[src/rtl/ft_seq_pkg.sv]
`timescale 1ns/1ps
package ft_seq_pkg;
  typedef enum logic [2:0] {ST_IDLE, ST_STORE, ST_SERIAL, ST_WAIT, ST_FAST} seq_state_e;

  localparam logic [2:0] PH_REST = 3'b010;
  localparam int unsigned STEPS_PER_PIX = 3;

  // high gate walks centre -> next -> third -> centre
  function automatic logic [2:0] ph_next(input logic [2:0] p);
    return {p[1:0], p[2]};
  endfunction
endpackage

[src/rtl/ft_phase_rot.sv]
`timescale 1ns/1ps
module ft_phase_rot
  import ft_seq_pkg::*;
(
  input  logic       clk_i,
  input  logic       rst_ni,
  input  logic       step_i,
  output logic [2:0] ph_o
);
  always_ff @(posedge clk_i or negedge rst_ni) begin
    if (!rst_ni)     ph_o <= PH_REST;
    else if (step_i) ph_o <= ph_next(ph_o);
  end


  ph_onehot_chk: assert property (@(posedge clk_i) disable iff (!rst_ni)
    $countones(ph_o) == 1);
endmodule

[src/rtl/ft_step_timer.sv]
`timescale 1ns/1ps
module ft_step_timer #(
  parameter int TW = 8
) (
  input  logic          clk_i,
  input  logic          rst_ni,
  input  logic          clr_i,
  input  logic          run_i,
  input  logic [TW-1:0] period_i,
  output logic          tick_o
);
  logic [TW-1:0] cnt_q;
  logic [TW-1:0] last;

  assign last   = period_i - TW'(1);
  assign tick_o = run_i && (cnt_q == last);

  always_ff @(posedge clk_i or negedge rst_ni) begin
    if (!rst_ni)     cnt_q <= '0;
    else if (clr_i)  cnt_q <= '0;
    else if (run_i)  cnt_q <= (cnt_q == last) ? '0 : cnt_q + TW'(1);
  end


  cnt_range_chk: assert property (@(posedge clk_i) disable iff (!rst_ni)
    run_i |-> cnt_q <= last);
endmodule

[src/rtl/ft_readout_seq.sv]
`timescale 1ns/1ps
module ft_readout_seq
  import ft_seq_pkg::*;
#(
  parameter int N_COLS        = 288,
  parameter int N_ROWS        = 16,
  parameter int SLOW_STEP_CYC = 50,
  parameter int SER_STEP_CYC  = 4,
  parameter int FAST_STEP_CYC = 16
) (
  input  logic       clk_i,
  input  logic       rst_ni,
  input  logic       start_i,
  input  logic       adc_done_i,
  output logic [2:0] img_ph_o,
  output logic [2:0] sto_ph_o,
  output logic [2:0] ser_ph_o,
  output logic       adc_start_o,
  output logic       frame_done_o
);
  localparam int CW = (N_COLS > 1) ? $clog2(N_COLS) : 1;
  localparam int RW = (N_ROWS > 1) ? $clog2(N_ROWS) : 1;
  localparam int MAXP = (SLOW_STEP_CYC > SER_STEP_CYC) ?
                        ((SLOW_STEP_CYC > FAST_STEP_CYC) ? SLOW_STEP_CYC : FAST_STEP_CYC) :
                        ((SER_STEP_CYC > FAST_STEP_CYC) ? SER_STEP_CYC : FAST_STEP_CYC);
  localparam int TW = $clog2(MAXP + 1);
  localparam logic [CW-1:0] COL_LAST = CW'(N_COLS - 1);
  localparam logic [RW-1:0] ROW_LAST = RW'(N_ROWS - 1);
  localparam logic [1:0]    SUB_LAST = 2'(STEPS_PER_PIX - 1);

  seq_state_e state_q, state_d;
  logic [1:0]    sub_q, sub_d;
  logic [RW-1:0] row_q, row_d;
  logic [CW-1:0] col_q, col_d;
  logic          adc_start_d, frame_done_d;
  logic          img_step, sto_step, ser_step;
  logic          run, clr, tick;
  logic [TW-1:0] period;

  always_comb begin
    case (state_q)
      ST_SERIAL: period = TW'(SER_STEP_CYC);
      ST_FAST:   period = TW'(FAST_STEP_CYC);
      default:   period = TW'(SLOW_STEP_CYC);
    endcase
  end

  assign run = (state_q == ST_STORE) || (state_q == ST_SERIAL) || (state_q == ST_FAST);
  assign clr = (state_d != state_q);

  ft_step_timer #(.TW(TW)) u_timer (
    .clk_i    (clk_i),
    .rst_ni   (rst_ni),
    .clr_i    (clr),
    .run_i    (run),
    .period_i (period),
    .tick_o   (tick)
  );

  always_comb begin
    state_d      = state_q;
    sub_d        = sub_q;
    row_d        = row_q;
    col_d        = col_q;
    img_step     = 1'b0;
    sto_step     = 1'b0;
    ser_step     = 1'b0;
    adc_start_d  = 1'b0;
    frame_done_d = 1'b0;
    case (state_q)
      ST_IDLE: begin
        if (start_i) begin
          state_d = ST_STORE;
          sub_d   = '0;
          row_d   = '0;
          col_d   = '0;
        end
      end
      ST_STORE: begin
        if (tick) begin
          sto_step = 1'b1;
          if (sub_q == SUB_LAST) begin
            sub_d   = '0;
            state_d = ST_SERIAL;
          end else sub_d = sub_q + 2'd1;
        end
      end
      ST_SERIAL: begin
        if (tick) begin
          ser_step = 1'b1;
          if (sub_q == SUB_LAST) begin
            sub_d       = '0;
            state_d     = ST_WAIT;
            adc_start_d = 1'b1;
          end else sub_d = sub_q + 2'd1;
        end
      end
      ST_WAIT: begin
        if (adc_done_i) begin
          if (row_q == ROW_LAST) begin
            row_d = '0;
            if (col_q == COL_LAST) begin
              col_d   = '0;
              state_d = ST_FAST;
            end else begin
              col_d   = col_q + CW'(1);
              state_d = ST_STORE;
            end
          end else begin
            row_d   = row_q + RW'(1);
            state_d = ST_SERIAL;
          end
        end
      end
      ST_FAST: begin
        if (tick) begin
          img_step = 1'b1;
          sto_step = 1'b1;
          if (sub_q == SUB_LAST) begin
            sub_d = '0;
            if (col_q == COL_LAST) begin
              col_d        = '0;
              state_d      = ST_STORE;
              frame_done_d = 1'b1;
            end else col_d = col_q + CW'(1);
          end else sub_d = sub_q + 2'd1;
        end
      end
      default: state_d = ST_IDLE;
    endcase
  end

  always_ff @(posedge clk_i or negedge rst_ni) begin
    if (!rst_ni) begin
      state_q      <= ST_IDLE;
      sub_q        <= '0;
      row_q        <= '0;
      col_q        <= '0;
      adc_start_o  <= 1'b0;
      frame_done_o <= 1'b0;
    end else begin
      state_q      <= state_d;
      sub_q        <= sub_d;
      row_q        <= row_d;
      col_q        <= col_d;
      adc_start_o  <= adc_start_d;
      frame_done_o <= frame_done_d;
    end
  end

  ft_phase_rot u_img (.clk_i(clk_i), .rst_ni(rst_ni), .step_i(img_step), .ph_o(img_ph_o));
  ft_phase_rot u_sto (.clk_i(clk_i), .rst_ni(rst_ni), .step_i(sto_step), .ph_o(sto_ph_o));
  ft_phase_rot u_ser (.clk_i(clk_i), .rst_ni(rst_ni), .step_i(ser_step), .ph_o(ser_ph_o));


  idle_rest_chk: assert property (@(posedge clk_i) disable iff (!rst_ni)
    (state_q == ST_IDLE) |-> (img_ph_o == PH_REST && sto_ph_o == PH_REST &&
                              ser_ph_o == PH_REST && !adc_start_o && !frame_done_o));

  img_hold_chk: assert property (@(posedge clk_i) disable iff (!rst_ni)
    (state_q != ST_FAST) |=> $stable(img_ph_o));

  sto_hold_serial_chk: assert property (@(posedge clk_i) disable iff (!rst_ni)
    (state_q == ST_SERIAL) |=> $stable(sto_ph_o));

  wait_hold_chk: assert property (@(posedge clk_i) disable iff (!rst_ni)
    (state_q == ST_WAIT) |=> ($stable(sto_ph_o) && $stable(ser_ph_o)));

  adc_start_rest_chk: assert property (@(posedge clk_i) disable iff (!rst_ni)
    adc_start_o |-> (state_q == ST_WAIT && ser_ph_o == PH_REST && sto_ph_o == PH_REST));

  frame_done_chk: assert property (@(posedge clk_i) disable iff (!rst_ni)
    frame_done_o |-> (state_q == ST_STORE && img_ph_o == PH_REST) ##1 !frame_done_o);
endmodule

[config.mk]
export PLATFORM = sky130hd
export DESIGN_NAME = ft_readout_seq
export DESIGN_NICKNAME = d
export VERILOG_FILES = /design/src/rtl/ft_seq_pkg.sv /design/src/rtl/ft_phase_rot.sv /design/src/rtl/ft_step_timer.sv /design/src/rtl/ft_readout_seq.sv
export SDC_FILE = /design/constraint.sdc
export NUM_CORES = 1
export LEC_CHECK = 0
export ABC_CLOCK_PERIOD_IN_PS = 5400
export BUFFER_PORTS_ARGS = -buffer_cell sky130_fd_sc_hd__buf_2
export CAP_MARGIN = 10
export CORE_MARGIN = 2
export CORE_UTILIZATION = 45
export DETAILED_ROUTE_END_ITERATION = 6
export PLACE_DENSITY_LB_ADDON = 0.3
export REMOVE_ABC_BUFFERS = 1
export SLEW_MARGIN = 10
export SYNTH_ARGS = -nofsm -noshare
export SYNTH_HDL_FRONTEND = slang
export SYNTH_SLANG_ARGS = --single-unit
[constraint.sdc]
create_clock -name clk_i -period 5.4 [get_ports clk_i]
set_input_delay 0.54 -clock clk_i [delete_from_list [all_inputs] [get_ports clk_i]]
set_output_delay 0.54 -clock clk_i [all_outputs]
set_load 0.02 [all_outputs]
==> results.md, run 1 <==
- Status: complete, no violations
- Max Clk Rate: 345 MHz
- Worst skew pair latency: 0.29 ns
- Syn_area_per_cell: 9.79 um2
- Power per cell area: 386 nW/um2
- Port buffer count: 14
- Pint: 0.000580 W
- Most frequent cells in the layout: dfrtp_1 (32), o21ai_0 (23), nand2_1 (15), buf_2 (14), nor2_1 (13)
- Sw frac: 32.1%
- Area share of the largest cell type after synthesis: 40.3%
- 1st-iter DRT viols: 67
- Fin nets: 223
- Largest net degree at the start of global routing: 36
- Crit-path cells: or3b_2 -> mux2i_4 -> a211o_1 -> or3_4 -> o211ai_2 -> mux2_1
- Detailed placement HPWL: 2700 um
- Num CTS Buffers: 5
- Tcrit/Tclk final: 53.7%
- Worst slew pin tran: 0.759 ns
- Post-synth EDFFs: 0
- CTS Buffer Depth: 2
- Area grow syn2layout: 11.5%
- Max cap viols: 0
- Crit end category: register
- Chip width: 70.5 um
- Pre-CTS WS: 2.52 ns
- Crit-path max cell delay: 0.73 ns
- Sum of buffers and inverters on the critical path: 0
- Logic gate share of total power: 25.6%
- Worst path slowest cell: dfrtp_1
- Total die area: 4960 um2
- Std cell rows: 24
- Worst-path clk slew: 0.07 ns
- Main flop type after synthesis: dfrtp_1
- CTS tree: yes
- CTS resizes: 0
- CP max FO: 20
- CTS Sinks: 35
- Drt pass-1 iters: 4
- Drc violations: 0
- Final ANT Viol Nets: 0
- Yosys warning total: 0
- First-pass GRT wire length: 6580 um
- Setup TNS: 0 ns
- Crit path DAT: 3.08 ns
- Register bit total from synthesis: 35
- Commonest non-fill, non-tap cell in the layout: dfrtp_1
- RSZ-0062 raised after global routing: no
- Average wire per cell in the routed design: 14.3 um
- Antenna fix cells: 0
- Vias in the first global route: 1,406
- Final wirelength: 3840 um
- IO Count: 15
- Register area share after synthesis: 44.3%
- Cell area after synthesis: 1990 um2
- CTS Root Cell: clkbuf_8
- Hold_ws: 0.313 ns
- Final WS setup: 2.50 ns
- Seq pwr share: 41.3%
- Total global-route track usage: 17.0%
- Synth unique cells: 51
- Initial Util: 46.3%
- H-tree depth: 2
- Clock power share: 33.2%
- Vias per std cell: 5.71
- Clock Skew: 0.00366 ns
- Ys async rst share: 100%
- Post-Synthesis Cells: 203
- Yosys top cell by area: dfrtp_1
- Final Slew Violations: 0
- Critical Path RT: 5.58 ns
- Type of the worst setup path: register to register
- Hold crit path type: input port to asynchronous set/reset pin
- Top cells by area, synth: dfrtp_1 (40%), o21ai_0 (5.8%), dfstp_2 (4.0%)
- Final Hold Vio Count: 0
- Die Y: 70.5 um
- Max-Slew Margin vs Limit: 49.4%
- FF-to-FF setup slack: 2.50 ns
- Max VDD drop: 0.000174 V
- CP Launch Type: register
- Gpl congestion: 0.820
- Hold-fix buffers, CTS: 0
- Total core area: 4290 um2
- CP top delay family: simple AND/OR/NAND/NOR gates
- Vias: 1,537
- Leak pwr: 0.978 nW
- Grt ovf: 0
- Switching power: 0.000274 W
- Final setup vio count: 0
- # Post-CTS Setup Buffers: 0
- Layout cells sized above 1: 18.9%
- Minimum clock period: 2.90 ns
- Antenna violations before repair: 0
[stage by stage]
step                cell area [um2]  power (W)  util [%]  instances
floorplan                      1940   0.000521         -        195
global placement               2080   0.000575      48.4        261
detailed placement             2080   0.000575      48.4        261
CTS                            2220   0.000863      51.6        269
global route                   2220   0.000913      51.6        269
finish                         2220   0.000854      51.6        269
[kinds of logic (layout without fill, tap and decap cells)]
kind of cell             count (synthesis)  in the layout  share of synthesized area [%]
AO/OA/AOI/OAI                           56             56                           18.5
XOR/XNOR                                 5              5                           2.20
adder cells (fa/ha/maj)                  3              3                           1.89
buffers and inverters                   13             27                           3.09
flip-flops                              35             35                           44.3
multiplexers                            13             13                           7.87
AND/OR/NAND/NOR                         78             78                           22.2
[Yosys cell counts, drive strengths merged, types with 3 or more instances]
| master | n |
|---|---|
| nand2b | 5 |
| nor2 | 13 |
| dfstp | 3 |
| dfrtp | 32 |
| or3 | 6 |
| o21ai | 23 |
| a21o | 3 |
| o31ai | 4 |
| xnor2 | 4 |
| clkbuf | 3 |
| nand4 | 5 |
| mux2 | 11 |
| a211oi | 3 |
| nand3 | 7 |
| nor3 | 3 |
| nand2 | 15 |
| and3 | 4 |
| inv | 5 |
| a31oi | 4 |
| buf | 5 |
| ha | 3 |
| a21oi | 9 |
[final cells by class]
class	count	area, um2
Clock buffer	5	68.8
Clock inverter	3	67.6
Fill cell	398	2080
Inverter	5	18.8
Multi-Input combinational cell	155	1050
Sequential cell	35	880
Tap cell	52	65.1
Timing Repair Buffer	14	70.1
[worst paths after layout]
check	startpoint	depth (start not counted)	end
min in group clk_i	col_q[3]	1	col_q[3]
max	state_q[2]	6	sub_q[1]
max in group asynchronous	rst_ni	1	row_q[2]
min	rst_ni	1	col_q[0]
min reg2reg	col_q[3]	1	col_q[3]
max reg2reg	state_q[2]	6	sub_q[1]
[flip-flops by register name, indices dropped and copies added, names as in the netlist]
register / count
u_ser.ph_o: 3
state_q: 3
u_sto.ph_o: 3
u_img.ph_o: 3
sub_q: 2
frame_done_o: 1
row_q: 4
adc_start_o: 1
u_timer.cnt_q: 6
col_q: 9
[layer usage]
layer	vias to the layer above	global-route usage (%)	part of all wire [%]
met5	-	0	0
met4	0	7.69	2.0
met3	6	4.33	2.6
met2	16	25.9	46
met1	740	22.7	49
li1	775	-	-
[power groups by stage]
stage               logic (W)  clock network [W]  registers (W)
finish               0.000219           0.000283       0.000353
global route         0.000250           0.000303       0.000360
CTS                  0.000220           0.000291       0.000351
global placement     0.000218                  0       0.000357
detailed placement   0.000219                  0       0.000356
floorplan            0.000179                  0       0.000343
Power figures use the tool's default switching activity.
==> run 2, diff against run 1 <==
- ABC_AREA: not set -> 1
- ABC_CLOCK_PERIOD_IN_PS: 5400 -> 3000
- clock period: 5.4 -> 3 ns (I/O delays scaled with it)
==> run 2 against run 1 <==
Sequential share of layout area fell by 1.1 points. Cell count increased by 28%. Die area rose by 4.2%. Design area is 2.8% higher. Non-clock buffer count is the same. Flip-flop and latch count unchanged. Clock-buffer cell count grew 1. Critical endpoint is now col_q[5]. Highest routed layer unchanged. Fmax increased by 61%. Critical path depth increased by 2. Via count grew 12%. Combinational power grew 69%. Worst hold slack worse by 0.24 ns.
==> results.md, run 2 <==
- Max reg flops: 9 (unchanged)
- Crit path DAT: 1.98 ns (was 3.08 ns)
- CTS Buffer Depth: 2 (unchanged)
- Leak pwr: 1.21 nW (was 0.978 nW)
- Fin nets: 297 (was 223)
- Final wirelength: 3980 um (was 3840 um)
- Worst path depth: 8 (was 6)
- Initial Util: 47.3% (was 46.3%)
- Sum of buffers and inverters on the critical path: 2 (was 0)
- Cell area after synthesis: 2080 um2 (was 1990 um2)
- Synth unique cells: 33 (was 51)
- Max Clk Rate: 556 MHz (was 345 MHz)
- Final Hold Vio Count: 0 (unchanged)
- Max VDD drop: 0.000236 V (was 0.000174 V)
- Crit end category: register (unchanged)
- Worst-path clk slew: 0.08 ns (was 0.07 ns)
- Tcrit/Tclk final: 59.9% (was 53.7%)
- Total die area: 5170 um2 (was 4960 um2)
- Max-Slew Margin vs Limit: 49.5% (was 49.4%)
- Die Y: 71.9 um (was 70.5 um)
- Crit-path max cell delay: 0.58 ns (was 0.73 ns)
- CTS Sinks: 35 (unchanged)
- Yosys top cell by area: dfrtp_1 (unchanged)
- Post-synth EDFFs: 0 (unchanged)
- Crit Reg-Reg Startpoint: state_q[2] (unchanged)
- Yosys warning total: 0 (unchanged)
- Std cell rows: 24 (unchanged)
- Drt pass-1 iters: 4 (unchanged)
- Worst slew pin tran: 0.757 ns (was 0.759 ns)
- CP Launch Type: register (unchanged)
- CP top delay family: flip-flops (was simple AND/OR/NAND/NOR gates)
- Max cap viols: 0 (unchanged)
- Antenna violations before repair: 0 (unchanged)
- Final setup vio count: 0 (unchanged)
- Final ANT Viol Nets: 0 (unchanged)
- First-pass GRT wire length: 7200 um (was 6580 um)
- Crit path from: state_q[2] (unchanged)
- Register area share after synthesis: 42.4% (was 44.3%)
- Drc violations: 0 (unchanged)
- IO Count: 15 (unchanged)
- RSZ-0062 raised after global routing: no (unchanged)
- Main flop type after synthesis: dfrtp_1 (unchanged)
- CTS tree: yes (unchanged)
- Crit path to: col_q[5] (was sub_q[1])
- Gpl congestion: 0.841 (was 0.820)
- Commonest non-fill, non-tap cell in the layout: nand2_1 (was dfrtp_1)
- R2R cell count: 8 (was 6)
- Hold crit path type: input port to asynchronous set/reset pin (unchanged)
- Port buffer count: 14 (unchanged)
- Crit-path cells: inv_2 -> nand3_4 -> inv_2 -> o21ai_1 -> o211a_1 -> nand2_4 -> nand2_1 -> nand2_1 (was or3b_2 -> mux2i_4 -> a211o_1 -> or3_4 -> o211ai_2 -> mux2_1)
- Synth cell count leaders: nand2_1 (77), nand3_1 (40), dfrtp_1 (32), inv_1 (28), nor2_1 (22) (was dfrtp_1 (32), o21ai_0 (23), nand2_1 (15), nor2_1 (13), a21oi_1 (9))
- Detailed placement HPWL: 3050 um (was 2700 um)
- Area share of the largest cell type after synthesis: 38.6% (was 40.3%)
- Layout cells sized above 1: 16.2% (was 18.9%)
- Hold-fix buffers, CTS: 0 (unchanged)
- CTS resizes: 0 (unchanged)
- Vias in the first global route: 1,656 (was 1,406)
- Syn_area_per_cell: 7.63 um2 (was 9.79 um2)
- Grt ovf: 0 (unchanged)
- Most frequent cells in the layout: nand2_1 (77), nand3_1 (40), dfrtp_1 (32), inv_1 (28), nor2_1 (22) (was dfrtp_1 (32), o21ai_0 (23), nand2_1 (15), buf_2 (14), nor2_1 (13))
- Average wire per cell in the routed design: 11.6 um (was 14.3 um)
- Total core area: 4380 um2 (was 4290 um2)
- Hold_ws: 0.0692 ns (was 0.313 ns)
- Worst path slowest cell: dfrtp_1 (unchanged)
- Clock Skew: 0.00979 ns (was 0.00366 ns)
- Worst R2R End: col_q[5] (was sub_q[1])
- Num CTS Buffers: 5 (unchanged)
- Power per cell area: 572 nW/um2 (was 386 nW/um2)
- Most common cell in the netlist: nand2_1 (was dfrtp_1)
- Minimum clock period: 1.80 ns (was 2.90 ns)
- 1st-iter DRT viols: 87 (was 67)
- Top cells by area, synth: dfrtp_1 (39%), nand2_1 (14%), nand3_1 (9.6%) (was dfrtp_1 (40%), o21ai_0 (5.8%), dfstp_2 (4.0%))
- H-tree depth: 2 (unchanged)
- Final Slew Violations: 0 (unchanged)
- Setup TNS: 0 ns (unchanged)
- Total Power: 0.00130 W (was 0.000854 W)
- Worst skew pair latency: 0.29 ns (about the same)
- Top flop regs: col_q: 9 flops, u_timer.cnt_q: 6 flops, row_q: 4 flops (unchanged)
- CTS Root Cell: clkbuf_8 (unchanged)
- FF-to-FF setup slack: 1.20 ns (was 2.50 ns)
- Vias per std cell: 5.03 (was 5.71)
- Total global-route track usage: 17.5% (was 17.0%)
- CP max FO: 10 (was 20)
- Register bit total from synthesis: 35 (unchanged)
- Critical Path RT: 3.18 ns (was 5.58 ns)
- Post-Synthesis Cells: 272 (was 203)
- Pre-CTS WS: 1.22 ns (was 2.52 ns)
- Antenna fix cells: 0 (unchanged)
- Type of the worst setup path: register to register (unchanged)
- Vias: 1,726 (was 1,537)
- Largest net degree at the start of global routing: 36 (unchanged)
- Layout Utilization: 51.9% (was 51.6%)
- Ys async rst share: 100% (unchanged)
- Largest register by flop count: col_q (unchanged)
- # Post-CTS Setup Buffers: 0 (unchanged)
- Status: complete, no violations (unchanged)
- Chip width: 71.9 um (was 70.5 um)
- # fillers: 416 (was 398)
- Final WS setup: 1.20 ns (was 2.50 ns)
- Area grow syn2layout: 9.70% (was 11.5%)
run 2: cell families (layout without fill, tap and decap cells):
family	count (synthesis)	after routing	share of synthesized area, %
XOR/XNOR	6	6	2.53
buffers and inverters	38	57	7.35
AO/OA/AOI/OAI	24	24	7.17
adder cells (fa/ha/maj)	3	3	1.81
AND/OR/NAND/NOR	166	166	38.8
flip-flops	35	35	42.4
run 2: power breakdown:
part / internal (W) / total, W / switching (W)
sequential: 0.000528 / 0.000597 / 0.0000689
clock: 0.000162 / 0.000334 / 0.000171
combinational: 0.000133 / 0.000370 / 0.000237
run 2: final cells by class:
| cell class | count | area [um2] | area share, % |
|---|---|---|---|
| clock inverter | 2 | 12.5 | 0.549 |
| inverter | 35 | 134 | 5.88 |
| clock buffer | 6 | 72.6 | 3.19 |
| multi-input combinational | 199 | 1040 | 45.8 |
| sequential | 35 | 880 | 38.6 |
| tap | 52 | 65.1 | 2.86 |
| timing repair buffer | 14 | 70.1 | 3.08 |
run 2: per-layer routing:
metal,part of all wire [%],global-route usage (%)
met1,49,22.7
met2,47,28.3
met3,2.1,4.03
met4,1.8,7.34
met5,0,0
run 2: how the worst min path moves through the flow:
stage | startpoint | endpoint | slack (ns) | depth (start not counted)
final | rst_ni | u_timer.cnt_q[2] | 0.07 | 1
after global routing | rst_ni | u_timer.cnt_q[2] | 0.14 | 1
after CTS | rst_ni | u_timer.cnt_q[2] | 0.1 | 1
after global placement | rst_ni | u_timer.cnt_q[2] | 0.41 | 1
after floorplan | rst_ni | adc_start_o | 0.004 | 0
after detailed placement | rst_ni | u_timer.cnt_q[2] | 0.42 | 1
run 2: stage by stage:
step	cell area, um2	std cells
final	2280	343
after global routing	2280	343
after CTS	2280	343
after detailed placement	2190	335
after global placement	2190	335
after floorplan	2060	269
